==> config.mk <==
export PLATFORM = sky130hd
export DESIGN_NAME = udp_stream_demux
export DESIGN_NICKNAME = d
export VERILOG_FILES = /design/src/rtl/udp_demux_pkg.sv /design/src/rtl/udp_demux_fifo.sv /design/src/rtl/udp_demux_regs.sv /design/src/rtl/udp_demux_classify.sv /design/src/rtl/udp_stream_demux.sv
export SDC_FILE = /design/constraint.sdc
export NUM_CORES = 1
export LEC_CHECK = 0
export BUFFER_PORTS_ARGS = -buffer_cell sky130_fd_sc_hd__buf_4
export CORE_MARGIN = 2
export CORE_UTILIZATION = 50
export CTS_BUF_LIST = sky130_fd_sc_hd__clkbuf_4 sky130_fd_sc_hd__clkbuf_8
export DETAILED_ROUTE_END_ITERATION = 12
export PLACE_DENSITY_LB_ADDON = 0.25
export SLEW_MARGIN = 40
export SYNTH_ARGS = -nofsm -noshare
export SYNTH_HDL_FRONTEND = slang
export SYNTH_SLANG_ARGS = --single-unit
==> constraint.sdc <==
create_clock -name clk -period 5.2 [get_ports clk]
set_input_delay 0.52 -clock clk [delete_from_list [all_inputs] [get_ports clk]]
set_output_delay 0.52 -clock clk [all_outputs]
set_load 0.01 [all_outputs]
==> src/rtl/udp_demux_pkg.sv <==
package udp_demux_pkg;
  localparam int WORD_W = 32;
  localparam logic [15:0] ETYPE_IPV4 = 16'h0800;
  localparam logic [7:0]  VER_IHL_PLAIN = 8'h45;
  localparam logic [7:0]  PROTO_UDP = 8'd17;
  localparam int ETYPE_WORD = 3;
  localparam int PROTO_WORD = 5;
  localparam int PORT_WORD  = 9;

  typedef struct packed {
    logic        en;
    logic [15:0] port;
  } port_entry_t;
endpackage

==> src/rtl/udp_demux_fifo.sv <==
module udp_demux_fifo #(
  parameter int W     = 34,
  parameter int DEPTH = 16
) (
  input  logic         clk,
  input  logic         rst,
  input  logic         wr,
  input  logic [W-1:0] wdata,
  input  logic         rd,
  output logic [W-1:0] rdata,
  output logic         full,
  output logic         empty
);
  localparam int AW = $clog2(DEPTH);

  logic [W-1:0] mem [DEPTH];
  logic [AW:0]  wptr_q, rptr_q;

  always_ff @(posedge clk) begin
    if (wr) mem[wptr_q[AW-1:0]] <= wdata;
  end

  always_ff @(posedge clk) begin
    if (rst) begin
      wptr_q <= '0;
      rptr_q <= '0;
    end else begin
      if (wr) wptr_q <= wptr_q + 1'b1;
      if (rd) rptr_q <= rptr_q + 1'b1;
    end
  end

  assign rdata = mem[rptr_q[AW-1:0]];
  assign empty = (wptr_q == rptr_q);
  assign full  = (wptr_q[AW-1:0] == rptr_q[AW-1:0]) && (wptr_q[AW] != rptr_q[AW]);


  fifo_no_overflow_chk: assert property (@(posedge clk) disable iff (rst) wr |-> !full);

  fifo_no_underflow_chk: assert property (@(posedge clk) disable iff (rst) rd |-> !empty);
endmodule

==> src/rtl/udp_demux_regs.sv <==
module udp_demux_regs
  import udp_demux_pkg::*;
#(
  parameter int NUM_CH    = 4,
  parameter int MM_ADDR_W = 4
) (
  input  logic                          clk,
  input  logic                          rst,
  input  logic [MM_ADDR_W-1:0]          mm_addr,
  input  logic                          mm_wr,
  input  logic [31:0]                   mm_wdata,
  input  logic                          mm_rd,
  output logic [31:0]                   mm_rdata,
  output port_entry_t [NUM_CH-1:0]      table_o
);
  port_entry_t [NUM_CH-1:0] tbl_q;
  logic [31:0] rd_mux;

  always_ff @(posedge clk) begin
    if (rst) begin
      tbl_q <= '0;
    end else if (mm_wr) begin
      for (int i = 0; i < NUM_CH; i++) begin
        if (mm_addr == MM_ADDR_W'(i)) begin
          tbl_q[i].en   <= mm_wdata[16];
          tbl_q[i].port <= mm_wdata[15:0];
        end
      end
    end
  end

  always_comb begin
    rd_mux = '0;
    for (int i = 0; i < NUM_CH; i++) begin
      if (mm_addr == MM_ADDR_W'(i)) rd_mux = {15'd0, tbl_q[i].en, tbl_q[i].port};
    end
  end

  always_ff @(posedge clk) begin
    if (rst)        mm_rdata <= '0;
    else if (mm_rd) mm_rdata <= rd_mux;
  end

  assign table_o = tbl_q;


  rsvd_addr_read_chk: assert property (@(posedge clk) disable iff (rst)
    (mm_rd && (int'(mm_addr) >= NUM_CH)) |=> (mm_rdata == 32'd0));
endmodule

==> src/rtl/udp_demux_classify.sv <==
module udp_demux_classify
  import udp_demux_pkg::*;
#(
  parameter int NUM_CH = 4,
  parameter int SEL_W  = 3
) (
  input  logic                     clk,
  input  logic                     rst,
  input  logic                     acc,
  input  logic                     sop,
  input  logic                     eop,
  input  logic [WORD_W-1:0]        data,
  input  port_entry_t [NUM_CH-1:0] table_i,
  output logic                     dec_push,
  output logic [SEL_W-1:0]         dec_sel
);
  localparam int CNT_W = 4;
  localparam logic [CNT_W-1:0] CNT_MAX = '1;

  logic [CNT_W-1:0]         wcnt_q, idx;
  logic [15:0]              etype_q;
  logic [7:0]               vihl_q, proto_q;
  logic                     decided_q, decided_eff, udp_ok;
  port_entry_t [NUM_CH-1:0] snap_q;

  assign idx         = sop ? '0 : wcnt_q;
  assign decided_eff = sop ? 1'b0 : decided_q;
  assign udp_ok      = (etype_q == ETYPE_IPV4) && (vihl_q == VER_IHL_PLAIN) && (proto_q == PROTO_UDP);
  assign dec_push    = acc && !decided_eff && ((idx == CNT_W'(PORT_WORD)) || eop);

  always_comb begin
    dec_sel = SEL_W'(NUM_CH);
    if ((idx == CNT_W'(PORT_WORD)) && udp_ok) begin
      for (int i = NUM_CH - 1; i >= 0; i--) begin
        if (snap_q[i].en && (snap_q[i].port == data[31:16])) dec_sel = SEL_W'(i);
      end
    end
  end

  always_ff @(posedge clk) begin
    if (rst) begin
      wcnt_q    <= '0;
      etype_q   <= '0;
      vihl_q    <= '0;
      proto_q   <= '0;
      decided_q <= 1'b0;
      snap_q    <= '0;
    end else if (acc) begin
      if (sop) snap_q <= table_i;
      if (eop)                 wcnt_q <= '0;
      else if (idx != CNT_MAX) wcnt_q <= idx + 1'b1;
      if (idx == CNT_W'(ETYPE_WORD)) begin
        etype_q <= data[31:16];
        vihl_q  <= data[15:8];
      end
      if (idx == CNT_W'(PROTO_WORD)) proto_q <= data[7:0];
      decided_q <= eop ? 1'b0 : (decided_eff || dec_push);
    end
  end


  one_decision_chk: assert property (@(posedge clk) disable iff (rst)
    (acc && !sop && decided_q) |-> !dec_push);

  snapshot_hold_chk: assert property (@(posedge clk) disable iff (rst)
    (acc && !sop && !eop) |=> (snap_q == $past(snap_q)));
endmodule

==> src/rtl/udp_stream_demux.sv <==
module udp_stream_demux
  import udp_demux_pkg::*;
#(
  parameter int NUM_CH     = 4,
  parameter int FIFO_DEPTH = 16,
  parameter int MM_ADDR_W  = 4
) (
  input  logic                 clk,
  input  logic                 rst,
  input  logic [31:0]          s_data,
  input  logic                 s_sop,
  input  logic                 s_eop,
  input  logic                 s_valid,
  output logic                 s_ready,
  output logic [31:0]          m_data,
  output logic                 m_sop,
  output logic                 m_eop,
  output logic [NUM_CH:0]      m_valid,
  input  logic [NUM_CH:0]      m_ready,
  input  logic [MM_ADDR_W-1:0] mm_addr,
  input  logic                 mm_wr,
  input  logic [31:0]          mm_wdata,
  input  logic                 mm_rd,
  output logic [31:0]          mm_rdata
);
  localparam int OUT_N  = NUM_CH + 1;
  localparam int SEL_W  = $clog2(OUT_N);
  localparam int WORD_E = WORD_W + 2;

  port_entry_t [NUM_CH-1:0] tbl;
  logic              acc, dec_push;
  logic [SEL_W-1:0]  dec_sel, q_sel;
  logic              d_full, d_empty, q_full, q_empty;
  logic [WORD_E-1:0] d_head;
  logic              head_ok, can_load, pop;

  udp_demux_regs #(.NUM_CH(NUM_CH), .MM_ADDR_W(MM_ADDR_W)) u_regs (
    .clk(clk), .rst(rst), .mm_addr(mm_addr), .mm_wr(mm_wr), .mm_wdata(mm_wdata),
    .mm_rd(mm_rd), .mm_rdata(mm_rdata), .table_o(tbl)
  );

  assign s_ready = !d_full && !q_full;
  assign acc     = s_valid && s_ready;

  udp_demux_classify #(.NUM_CH(NUM_CH), .SEL_W(SEL_W)) u_classify (
    .clk(clk), .rst(rst), .acc(acc), .sop(s_sop), .eop(s_eop), .data(s_data),
    .table_i(tbl), .dec_push(dec_push), .dec_sel(dec_sel)
  );

  udp_demux_fifo #(.W(WORD_E), .DEPTH(FIFO_DEPTH)) u_word_fifo (
    .clk(clk), .rst(rst), .wr(acc), .wdata({s_sop, s_eop, s_data}),
    .rd(pop), .rdata(d_head), .full(d_full), .empty(d_empty)
  );

  udp_demux_fifo #(.W(SEL_W), .DEPTH(FIFO_DEPTH)) u_dec_fifo (
    .clk(clk), .rst(rst), .wr(dec_push), .wdata(dec_sel),
    .rd(pop && d_head[WORD_W]), .rdata(q_sel), .full(q_full), .empty(q_empty)
  );

  assign head_ok  = !d_empty && !q_empty;
  assign can_load = ((m_valid & ~m_ready) == '0);
  assign pop      = can_load && head_ok;

  always_ff @(posedge clk) begin
    if (rst) begin
      m_valid <= '0;
      m_data  <= '0;
      m_sop   <= 1'b0;
      m_eop   <= 1'b0;
    end else if (can_load) begin
      m_valid <= head_ok ? (OUT_N'(1) << q_sel) : '0;
      if (head_ok) {m_sop, m_eop, m_data} <= d_head;
    end
  end

  // Frame tracking used only by the checks below
  logic            fire, in_frame_q;
  logic [NUM_CH:0] frame_ch_q;
  assign fire = |(m_valid & m_ready);

  always_ff @(posedge clk) begin
    if (rst) begin
      in_frame_q <= 1'b0;
      frame_ch_q <= '0;
    end else if (fire) begin
      in_frame_q <= !m_eop;
      frame_ch_q <= m_valid;
    end
  end


  out_onehot_chk: assert property (@(posedge clk) disable iff (rst) $onehot0(m_valid));

  out_hold_chk: assert property (@(posedge clk) disable iff (rst)
    (|(m_valid & ~m_ready)) |=> ($stable(m_valid) && $stable(m_data) && $stable(m_sop) && $stable(m_eop)));

  frame_whole_chk: assert property (@(posedge clk) disable iff (rst)
    (fire && in_frame_q) |-> ((m_valid == frame_ch_q) && !m_sop));

  frame_start_chk: assert property (@(posedge clk) disable iff (rst)
    (fire && !in_frame_q) |-> m_sop);
endmodule

## Word-level counts from Yosys, hierarchy flattened

Memories as Yosys holds them, arrays and structs flattened. A register that Yosys moved wholly into a read port is not among the register bits.
Index checks and enable logic that the tools add are counted.

| storage, ports and cells | value |
|---|---|
| register bits after elaboration | 264 |
| RAM bits | 592 |
| bits of input ports | 80 |
| memories kept | 2 |

| operators by class | value |
|---|---|
| $add $sub $neg | 5 |
| equality and inequality tests | 20 |
| shifts and indexed selects | 1 |
| muxes and demuxes | 23 |
| bitwise gates (word level) | 2 |
| reductions and logical operators | 35 |

Memory list:

| name | depth | bits a word | rd ports | clocked after Yosys merged registers in | wr ports | RTL line | source |
|---|---|---|---|---|---|---|---|
| u_word_fifo.mem | 16 | 34 | 1 | 1 | 1 | udp_demux_fifo.sv:16 | `logic [W-1:0] mem [DEPTH];` |
| u_dec_fifo.mem | 16 | 3 | 1 | 1 | 1 | udp_demux_fifo.sv:16 |  |

Operators by type and width:

| cell | number |
|---|---|
| two-way mux 17 bit | 4 |
| equality test 16 bit | 4 |
| two-way mux 4 bit | 7 |
| adder 5 x 1 -> 5 bit, second input constant | 4 |
| AND reduction 2 bit | 9 |
| equality test 16 x 12 -> 1 bit, second input constant | 1 |
| logical AND 1 bit | 16 |
| two-way mux 3 bit | 5 |
| equality test 4 x 2 -> 1 bit, second input constant | 3 |
| equality test 5 bit | 2 |
| equality test 4 bit | 2 |
| equality test 8 x 5 -> 1 bit, second input constant | 1 |
| equality test 8 x 7 -> 1 bit, second input constant | 1 |
| two-way mux 1 bit | 6 |
| AND 5 bit | 1 |
| logical NOT 1 bit | 5 |
| logical NOT 5 bit | 1 |
| two-way mux 5 bit | 1 |
| inverter 5 bit | 1 |
| << shifter 1 x 3 -> 5 bit, first input constant | 1 |
| adder 4 x 1 -> 4 bit, second input constant | 1 |
| equality test 4 x 1 -> 1 bit, second input constant | 1 |
| equality test 4 x 3 -> 1 bit, second input constant | 1 |
| equality test 4 bit, second input constant | 1 |
| other kinds (5) | 7 |

## Logic depth before layout (Yosys ltp)

Gate-level depths: netlist (run 1).

| logic depth | value |
|---|---|
| word-level depth | 9 |
| depth in mapped cells | 10 |
| mapped depth without buffers | 8 |

## Hierarchy

A second synthesis (run 1) with hierarchy kept.

| unflattened totals | value |
|---|---|
| cells, all modules | 2,324 |
| area total of the unflattened synthesis | 33,915.0 um^2 |

Modules (own cells, without submodules):

| module | times used | cells each | area each (um^2) | sequential area each (um^2) |
|---|---|---|---|---|
| udp_demux_fifo at u_word_fifo | 1 | 912 | 21,002.6 | 16,615.9 |
| udp_demux_classify | 1 | 592 | 4,743.3 | 2,102.0 |
| udp_demux_regs | 1 | 471 | 3,616.0 | 1,701.6 |
| udp_demux_fifo at u_dec_fifo | 1 | 158 | 2,558.7 | 1,721.7 |
| udp_stream_demux | 1 | 191 | 1,994.4 | 780.7 |

## Least setup slack after synthesis (run 1)

No wires, ideal clock.

| timing | value |
|---|---|
| kind | reg2reg |
| start | reg u_word_fifo.wptr_q[4] |
| end | mem u_word_fifo.mem[3][0], enable pin |
| library setup time | 0.468 ns |
| data arrival time | 3.662 ns |
| data required time | 4.732 ns |
| path slack | 1.071 ns |
| stages on the path, launching flop included | 6 |
| buffers on the path | 1 |
| clock period less this slack | 4.129 ns |
| cells stage by stage | dfxtp_1 -> xnor2_1 -> o221a_2 -> buf_2 -> nand2_1 -> nor3_1 |

| between the ends | value |
|---|---|
| cells in the longest elaborated chain, start to end | 7 |

Ends and longest elaborated chain:

| element | RTL line | source |
|---|---|---|
| start, declared | udp_demux_fifo.sv:17 | `logic [AW:0] wptr_q, rptr_q;` |
| start signal, assigned | udp_demux_fifo.sv:28 | `if (wr) wptr_q <= wptr_q + 1'b1;` |
| != test 1 bit | udp_demux_fifo.sv:35 | `assign full = (wptr_q[AW-1:0] == rptr_q[AW-1:0]) && (wptr_q[AW] != rptr_q[AW]);` |
| logical AND 1 bit | udp_demux_fifo.sv:35 |  |
| logical NOT 1 bit | udp_stream_demux.sv:42 | `assign s_ready = !d_full && !q_full;` |
| logical AND 1 bit | udp_stream_demux.sv:42 |  |
| logical AND 1 bit | udp_stream_demux.sv:43 | `assign acc = s_valid && s_ready;` |
| two-way mux 1 bit | udp_demux_fifo.sv:20 | `if (wr) mem[wptr_q[AW-1:0]] <= wdata;` |
| two-way mux 1 bit (implied by the code) | udp_demux_fifo.sv:20 |  |
| end, declared | udp_demux_fifo.sv:16 |  |

No other way between the ends.

## Worst setup path in the final report (run 1)

| timing | value |
|---|---|
| start | reg u_word_fifo.wptr_q[3] |
| end | mem u_word_fifo.mem[8][14], enable pin |

| between the ends | value |
|---|---|
| cells in the longest elaborated chain, start to end | 7 |

Ends and longest elaborated chain:

| element | RTL line |
|---|---|
| equality test 4 bit | udp_demux_fifo.sv:35 |
| logical AND 1 bit | udp_demux_fifo.sv:35 |
| logical NOT 1 bit | udp_stream_demux.sv:42 |
| logical AND 1 bit | udp_stream_demux.sv:42 |
| logical AND 1 bit | udp_stream_demux.sv:43 |
| two-way mux 1 bit | udp_demux_fifo.sv:20 |
| two-way mux 1 bit (implied by the code) | udp_demux_fifo.sv:20 |

Several ways; a longest one is shown, not always the timed one.

==> metrics.md, run 1 <==
| Metric | Value |
|---|---|
| Final setup vio count | `0` |
| Layout cells sized above 1 | `0.262` |
| Final Hold Slack | `0.0606 ns` |
| Worst skew pair latency | `0.79 ns` |
| Hold_sp | `s_data[12]` |
| H-tree levels | `4` |
| Synth Flop Type | `edfxtp_1` |
| Area of the multi-input gates | `9750 um^2` |
| Worst rel slew slack | `0.450` |
| GR Util All Layers | `0.235` |
| Worst-path clk slew | `0.06 ns` |
| FFs w/ async S/R, synth | `0` |
| Maximum number of pins on one net before global-route repair | `207` |
| CP max-delay cell | `dfxtp_1` |
| Critical path startpoint | `u_word_fifo.wptr_q[3]` |
| Iteration-0 DRC Markers | `1915` |
| Total number of vias | `19400` |
| Die span in x | `262 um` |
| Max Root-Sink Buffers | `3` |
| Status | `completed` |
| Total Routed Length | `79.7 mm` |
| Worst Path Buf+Inv | `1` |
| Register area | `22900 um^2` |
| Critical path required time | `5.64 ns` |
| FMAX | `a little under 300 MHz` |
| Synth Instances | `2182` |
| Placed insts | `3078` |
| Final hold vios | `0` |
| Gpl congestion | `just over 0.8` |
| Clock sinks | `849` |
| Clock Skew | `0.0390 ns` |
| Routed WL per cell | `23.7 um` |
| Critical path class | `reg2reg` |
| Minimum period implied by the final worst setup slack | `3.45 ns` |
| Netlist cell types | `53` |
| Max-cap viol count | `0` |
| Avg Vias per Cell | `between 5 and 6` |
| DP HPWL | `47.8 mm` |
| Sequential share of the synthesized area | `0.688` |
| Initial Util | `0.506` |
| Final nets | `2476` |
| Die height | `between 200 and 300 um` |
| Tcrit/Tclk final | `0.664` |
| Worst R2R Start | `u_word_fifo.wptr_q[3]` |
| CTS Buf Count | `139` |
| Site Rows | `94` |
| Cell Count, Final, Fillers Out | `3368` |
| Worst Path Arrival | `3.89 ns` |
| Final ANT Viol Nets | `0` |
| Worst Setup Start Kind | `flop` |
| DR DRC count | `0` |
| CTS tree | `done` |
| Slew Limit Fails | `0` |
| Placed Area | `35300 um^2` |
| Die area | `68700 um^2` |
| Post-route cell area | `just under 40000 um^2` |
| Class of the worst hold path | `in2reg` |
| Delay-heaviest family, CP | `simple AND/OR/NAND/NOR gates` |
| Pwr/cell area | `371 nW/um^2` |
| Psw | `approximately 0.0032 W` |
| GRT overflow | `0` |
| CP Capture Type | `flop` |
| Syn_area_per_cell | `roughly 15 um^2` |
| Worst-path fanout max | `18` |
| Flop pwr share | `0.514` |
| Synth area leader | `edfxtp_1` |
| Peak VDD IR | `0.215 mV` |
| Post-synth EDFFs | `592` |
| Vias in the first global route | `19500` |
| Crit path cell chain | `xnor2_1 -> nand4_1 -> o221a_2 -> nand2_1 -> nor2_4 -> buf_4` |
| Mapped Area | `33300 um^2` |
| Top Ports | `152` |
| Commonest non-fill, non-tap cells in the layout | `edfxtp_1 (592), nand2_1 (366), dfxtp_1 (252), a21oi_1 (186), mux4_2 (186)` |
| Layout area overhead | `15.9%` |
| Core Area | `65900 um^2` |
| Post-synth top area share | `0.534` |
| Warnings from Yosys | `0` |
| Internal Power | `0.0111 W` |
| First-pass GRT wire length | `119 mm` |
| Comb power frac | `0.062` |
| Total power | `0.0143 W` |
| RSZ-0062 raised after global routing | `no` |
| Clock Power Share | `0.424` |
| Leading cell type in the layout, fill and taps excluded | `edfxtp_1` |
| Worst slew pin tran | `approximately 0.8 ns` |
| Clock root buffer master | `clkbuf_8` |
| Sw frac | `0.224` |
| Worst path max stage delay | `0.74 ns` |
| FF+latch count, synth | `849` |
| Layout fillers | `5008` |
| Pre-Repair DR Iteration Count | `5` |
| Cts repair resizes | `0` |
| Setup total negative slack | `0 ns` |
| Initial antenna violation count | `5` |
| Leading post-synthesis cells by cell area | `edfxtp_1 (53%), dfxtp_1 (15%), mux4_2 (13%)` |
| Leakage power | `roughly 12 nW` |
| Buffers on Ports | `about 120` |
## final timing paths
check | end | slack [ns] | cells after the start
setup / recovery | u_word_fifo.mem[8][14] | 1.75 | 6
hold / removal | u_word_fifo.mem[12][12] | 0.06 | 1
setup reg to reg | u_word_fifo.mem[8][14] | 1.75 | 6
hold reg to reg | m_data[12] | 0.46 | 2
## sequential cells by signal, summed over array words and instances, names as in the netlist, 16 cells and up, named ones only
register,flops
u_word_fifo.mem,544
u_classify.snap_q,68
u_regs.table_o,68
u_dec_fifo.mem,48
m_data,32
u_regs.mm_rdata,17
u_classify.etype_q,16
## metal layers
layer	track usage	vias to the layer above	part of all wire
met5	0	-	0.00035
met4	0.0686	4	0.017
met3	0.0484	119	0.068
met2	0.381	728	0.49
met1	0.325	9910	0.42
li1	-	8591	-
## cells by family (layout without fill, tap and decap cells)
logic type | count (synthesis) | count (layout) | share of synthesized area
buffers and inverters | 168 | 473 | 0.0252
multiplexers | 235 | 235 | 0.141
adder cells (fa/ha/maj) | 12 | 12 | 0.00451
AND/OR/NAND/NOR | 581 | 581 | 0.0734
flip-flops | 849 | 849 | 0.688
other | 1 | 18 | 0.000113
AO/OA/AOI/OAI | 249 | 249 | 0.0441
XOR/XNOR | 87 | 87 | 0.0233
## cell usage after synthesis (all sizes together) (16+ instances only)
master,number
nor2,108
xnor2,66
mux4,186
mux2i,35
a22oi,19
edfxtp,592
a21oi,186
buf,68
xor2,21
clkbuf,84
nand4,22
inv,16
dfxtp,257
nand2,369
nand3,23
## metrics by stage
stage / setup slack (ns) / util
final: 1.75 / 0.586
after global routing: 1.60 / 0.586
after CTS: 1.68 / 0.585
after detailed placement: 1.74 / 0.536
after global placement: 1.66 / 0.532
after floorplan: 1.07 / -
## area by class of cell
type	count	share of cell area
flip-flops and latches	849	0.594
multi-input cells	1179	0.253
clock buffers	213	0.0685
repair buffers	199	0.0464
well taps	864	0.0280
clock inverters	45	0.00881
inverters	16	0.00156
diodes	3	0.000194
## timing repair
| action | in CTS | in global routing |
|---|---|---|
| buffers inserted | 0 | 0 |
| hold buffers | 27 | 0 |
| endpoints found under the hold margin | 194 | 0 |
## power groups by stage
stage	registers, W	clock network, W	logic (W)
after floorplan	0.00749	0	0.000576
after global placement	0.00750	0	0.000850
after detailed placement	0.00750	0	0.000873
after CTS	0.00736	0.00619	0.000894
after global routing	0.00736	0.00648	0.000950
final	0.00736	0.00608	0.000885
(Power assumes the default switching activity.)
==> run 2: changes to the inputs <==
==> constraint.sdc (replaced) <==
create_clock -name clk -period 3.1 [get_ports clk]
set_input_delay 0.31 -clock clk [delete_from_list [all_inputs] [get_ports clk]]
set_output_delay 0.31 -clock clk [all_outputs]
set_load 0.01 [all_outputs]
==> run 2 against run 1 <==
Compared with the run above:
- first-iteration DRC count is 3.8% higher
- largest cell class unchanged
- critical path type unchanged
- largest power group unchanged
- clock power is 61% higher
- sequential power is 67% higher
- combinational power is 74% higher
- count of clock-buffer cells in the layout is 3 lower
- non-clock buffer count is 26 higher
- final cell count is 0.42% higher
- global-route usage is 0.24 points lower
- via count is 0.57% higher
==> metrics.md, run 2 (synthesis gave the netlist of run 1 again) <==
| Metric | Value |
|---|---|
| Status | `completed (unchanged)` |
| Die height | `262 um (unchanged)` |
| Final ANT Viol Nets | `0 (unchanged)` |
| Critical path required time | `3.52 ns (was 5.64 ns)` |
| Die area | `68700 um^2 (unchanged)` |
| Site Rows | `94 (unchanged)` |
| Crit path cell chain | `nor2b_1 -> ha_1 -> nor4bb_1 -> o22ai_1 -> nor2_1 -> nand2_1 -> nor3_1 (was xnor2_1 -> nand4_1 -> o221a_2 -> nand2_1 -> nor2_4 -> buf_4)` |
| Slew Limit Fails | `0 (unchanged)` |
| Pre-Repair DR Iteration Count | `6 (was 5)` |
| Path depth of the worst reg2reg path | `7 (was 6)` |
| Tcrit/Tclk final | `0.873 (was 0.664)` |
| Placed insts | `3084 (was 3078)` |
| Minimum period implied by the final worst setup slack | `2.71 ns (was 3.45 ns)` |
| Setup Fix Bufs, Post-CTS | `0 (unchanged)` |
| Initial Util | `0.506 (unchanged)` |
| Worst slew pin tran | `0.823 ns (about the same)` |
| Clock sinks | `849 (unchanged)` |
| Max-cap viol count | `0 (unchanged)` |
| CP max-delay cell | `nor3_1 (was dfxtp_1)` |
| CTS Buf Count | `136 (was 139)` |
| CP Capture Type | `flop (unchanged)` |
| Worst Setup Start Kind | `flop (unchanged)` |
| DP HPWL | `44.1 mm (was 47.8 mm)` |
| Placed Area | `35500 um^2 (was 35300 um^2)` |
| Critical path class | `reg2reg (unchanged)` |
| Gpl congestion | `0.822 (was 0.814)` |
| Maximum number of pins on one net before global-route repair | `102 (was 207)` |
| GRT overflow | `0 (unchanged)` |
| Class of the worst hold path | `in2reg (unchanged)` |
| Final setup vio count | `0 (unchanged)` |
| Core Area | `65900 um^2 (unchanged)` |
| Iteration-0 DRC Markers | `1987 (was 1915)` |
| CTS tree | `done (unchanged)` |
| Worst Hold Path Cells | `2 (was 1)` |
| FMAX | `370 MHz (was 290 MHz)` |
| Worst path max stage delay | `0.40 ns (was 0.74 ns)` |
| Total Routed Length | `78.7 mm (was 79.7 mm)` |
| Layout cells sized above 1 | `0.259 (was 0.262)` |
| Routed WL per cell | `23.3 um (was 23.7 um)` |
| Worst Path Arrival | `3.13 ns (was 3.89 ns)` |
| Worst rel slew slack | `0.450 (about the same)` |
| Worst-path clk slew | `0.07 ns (was 0.06 ns)` |
| RSZ-0062 raised after global routing | `no (unchanged)` |
| Final hold vios | `0 (unchanged)` |
| Layout area overhead | `16.5% (was 15.9%)` |
| Clock root buffer master | `clkbuf_8 (unchanged)` |
| DR DRC count | `0 (unchanged)` |
| Delay-heaviest family, CP | `simple AND/OR/NAND/NOR gates (unchanged)` |
| Commonest non-fill, non-tap cells in the layout | `edfxtp_1 (592), nand2_1 (366), dfxtp_1 (253), a21oi_1 (186), mux4_2 (186) (was edfxtp_1 (592), nand2_1 (366), dfxtp_1 (252), a21oi_1 (186), mux4_2 (186))` |
| Top Ports | `152 (unchanged)` |
| Peak VDD IR | `0.332 mV (was 0.215 mV)` |
| Leading cell type in the layout, fill and taps excluded | `edfxtp_1 (unchanged)` |
| Avg Vias per Cell | `5.75 (about the same)` |
| Total number of vias | `19500 (was 19400)` |
| First-pass GRT wire length | `118 mm (was 119 mm)` |
| Worst skew pair latency | `0.79 ns (about the same)` |
| Die span in x | `262 um (unchanged)` |
| GR Util All Layers | `0.233 (was 0.235)` |
| Worst R2R Start | `u_classify.wcnt_q[0] (was u_word_fifo.wptr_q[3])` |
| Max reg flops | `544 (unchanged)` |
| Worst Path Buf+Inv | `0 (was 1)` |
| Clock Skew | `0.0246 ns (was 0.0390 ns)` |
| RR Endpoint | `u_dec_fifo.mem[0][0] (was u_word_fifo.mem[8][14])` |
| Flop2flop setup slack | `0.39 ns (was 1.75 ns)` |
| Max Root-Sink Buffers | `3 (unchanged)` |
| Buffers on Ports | `121 (unchanged)` |
| Leakage power | `12.5 nW (was 12.4 nW)` |
| Finished Core Util | `0.589 (was 0.586)` |
| Post-route cell area | `38800 um^2 (was 38600 um^2)` |
| Cts repair resizes | `0 (unchanged)` |
| Initial antenna violation count | `2 (was 5)` |
| Final nets | `2499 (was 2476)` |
| Hold Crit Endpoint | `u_word_fifo.mem[6][22] (was u_word_fifo.mem[12][12])` |
| Worst-path fanout max | `5 (was 18)` |
| Hold_sp | `s_data[22] (was s_data[12])` |
| Vias in the first global route | `19400 (was 19500)` |
| H-tree levels | `4 (unchanged)` |
| Pwr/cell area | `609 nW/um^2 (was 371 nW/um^2)` |
| Cell Count, Final, Fillers Out | `3382 (was 3368)` |
| Hold Buf Count CTS | `49 (was 27)` |
-- run 2: cell count changes in the layout (fill, tap and decap cells not counted), moves of 3 or more --
cell / change
buf_12: +17
inv_8: +4
inv_6: -4
clkinv_1: -3
buf_16: -4
clkbuf_4: +4
clkbuf_8: -7
buf_8: -5
dlygate4sd3_1: +22
-- run 2: stage by stage --
step           hold slack, ns  setup slack (ns)  setup TNS (ns)  total power [W]
2_1_floorplan           0.409            -0.104          -28.03           0.0135
3_3_place_gp            0.446             0.350               0           0.0140
3_5_place_dp            0.447             0.289               0           0.0141
4_1_cts                0.0139             0.401               0           0.0238
5_1_grt                0.0355            0.0895               0           0.0245
6_report               0.0742             0.395               0           0.0236
-- run 2: per-layer routing --
metal | vias to the layer above | GRT usage | wire, um
li1 | 8634 | - | -
met1 | 9959 | 0.322 | 32800
met2 | 764 | 0.373 | 38600
met3 | 104 | 0.0536 | 5780
met4 | 2 | 0.0669 | 1440
met5 | - | 0 | 13
-- run 2: cell type report --
cell class / count / area, um^2
Fill cell: 5009 / 27100
Sequential cell: 849 / 22900
Multi-Input combinational cell: 1179 / 9760
Clock buffer: 210 / 2580
Timing Repair Buffer: 225 / 2130
Tap cell: 864 / 1080
Clock inverter: 38 / 259
Inverter: 16 / 60.1
Antenna cell: 1 / 2.50
-- run 2: worst max-delay path by stage --
stage | from | endpoint | slack, ns | cells after the start
5_1_grt | u_classify.wcnt_q[0] | u_dec_fifo.mem[2][2] | 0.09 | 7
6_report | u_classify.wcnt_q[0] | u_dec_fifo.mem[0][0] | 0.39 | 7
3_3_place_gp | s_sop | u_dec_fifo.mem[8][1] | 0.35 | 11
4_1_cts | u_dec_fifo.wptr_q[3] | s_ready | 0.40 | 5
3_5_place_dp | s_sop | u_dec_fifo.mem[0][0] | 0.29 | 8
2_1_floorplan | u_word_fifo.wptr_q[4] | u_word_fifo.mem[13][0] | -0.10 | 5
-- run 2: report_power, final --
group / total [W] / internal, W / switching (W)
Combinational: 0.00154 / 0.000691 / 0.000846
Sequential: 0.0123 / 0.0122 / 0.0000755
Clock: 0.00976 / 0.00542 / 0.00434
Total: 0.0236 / 0.0184 / 0.00526
-- run 2: worst register-to-register path, delay by kind of cell (launching register included) --
| family | cells | cell delay, ns |
|---|---|---|
| AND/OR/NAND/NOR | 5 | 1.57 |
| flip-flops | 1 | 0.36 |
| AO/OA/AOI/OAI | 1 | 0.24 |
| adder cells (fa/ha/maj) | 1 | 0.20 |
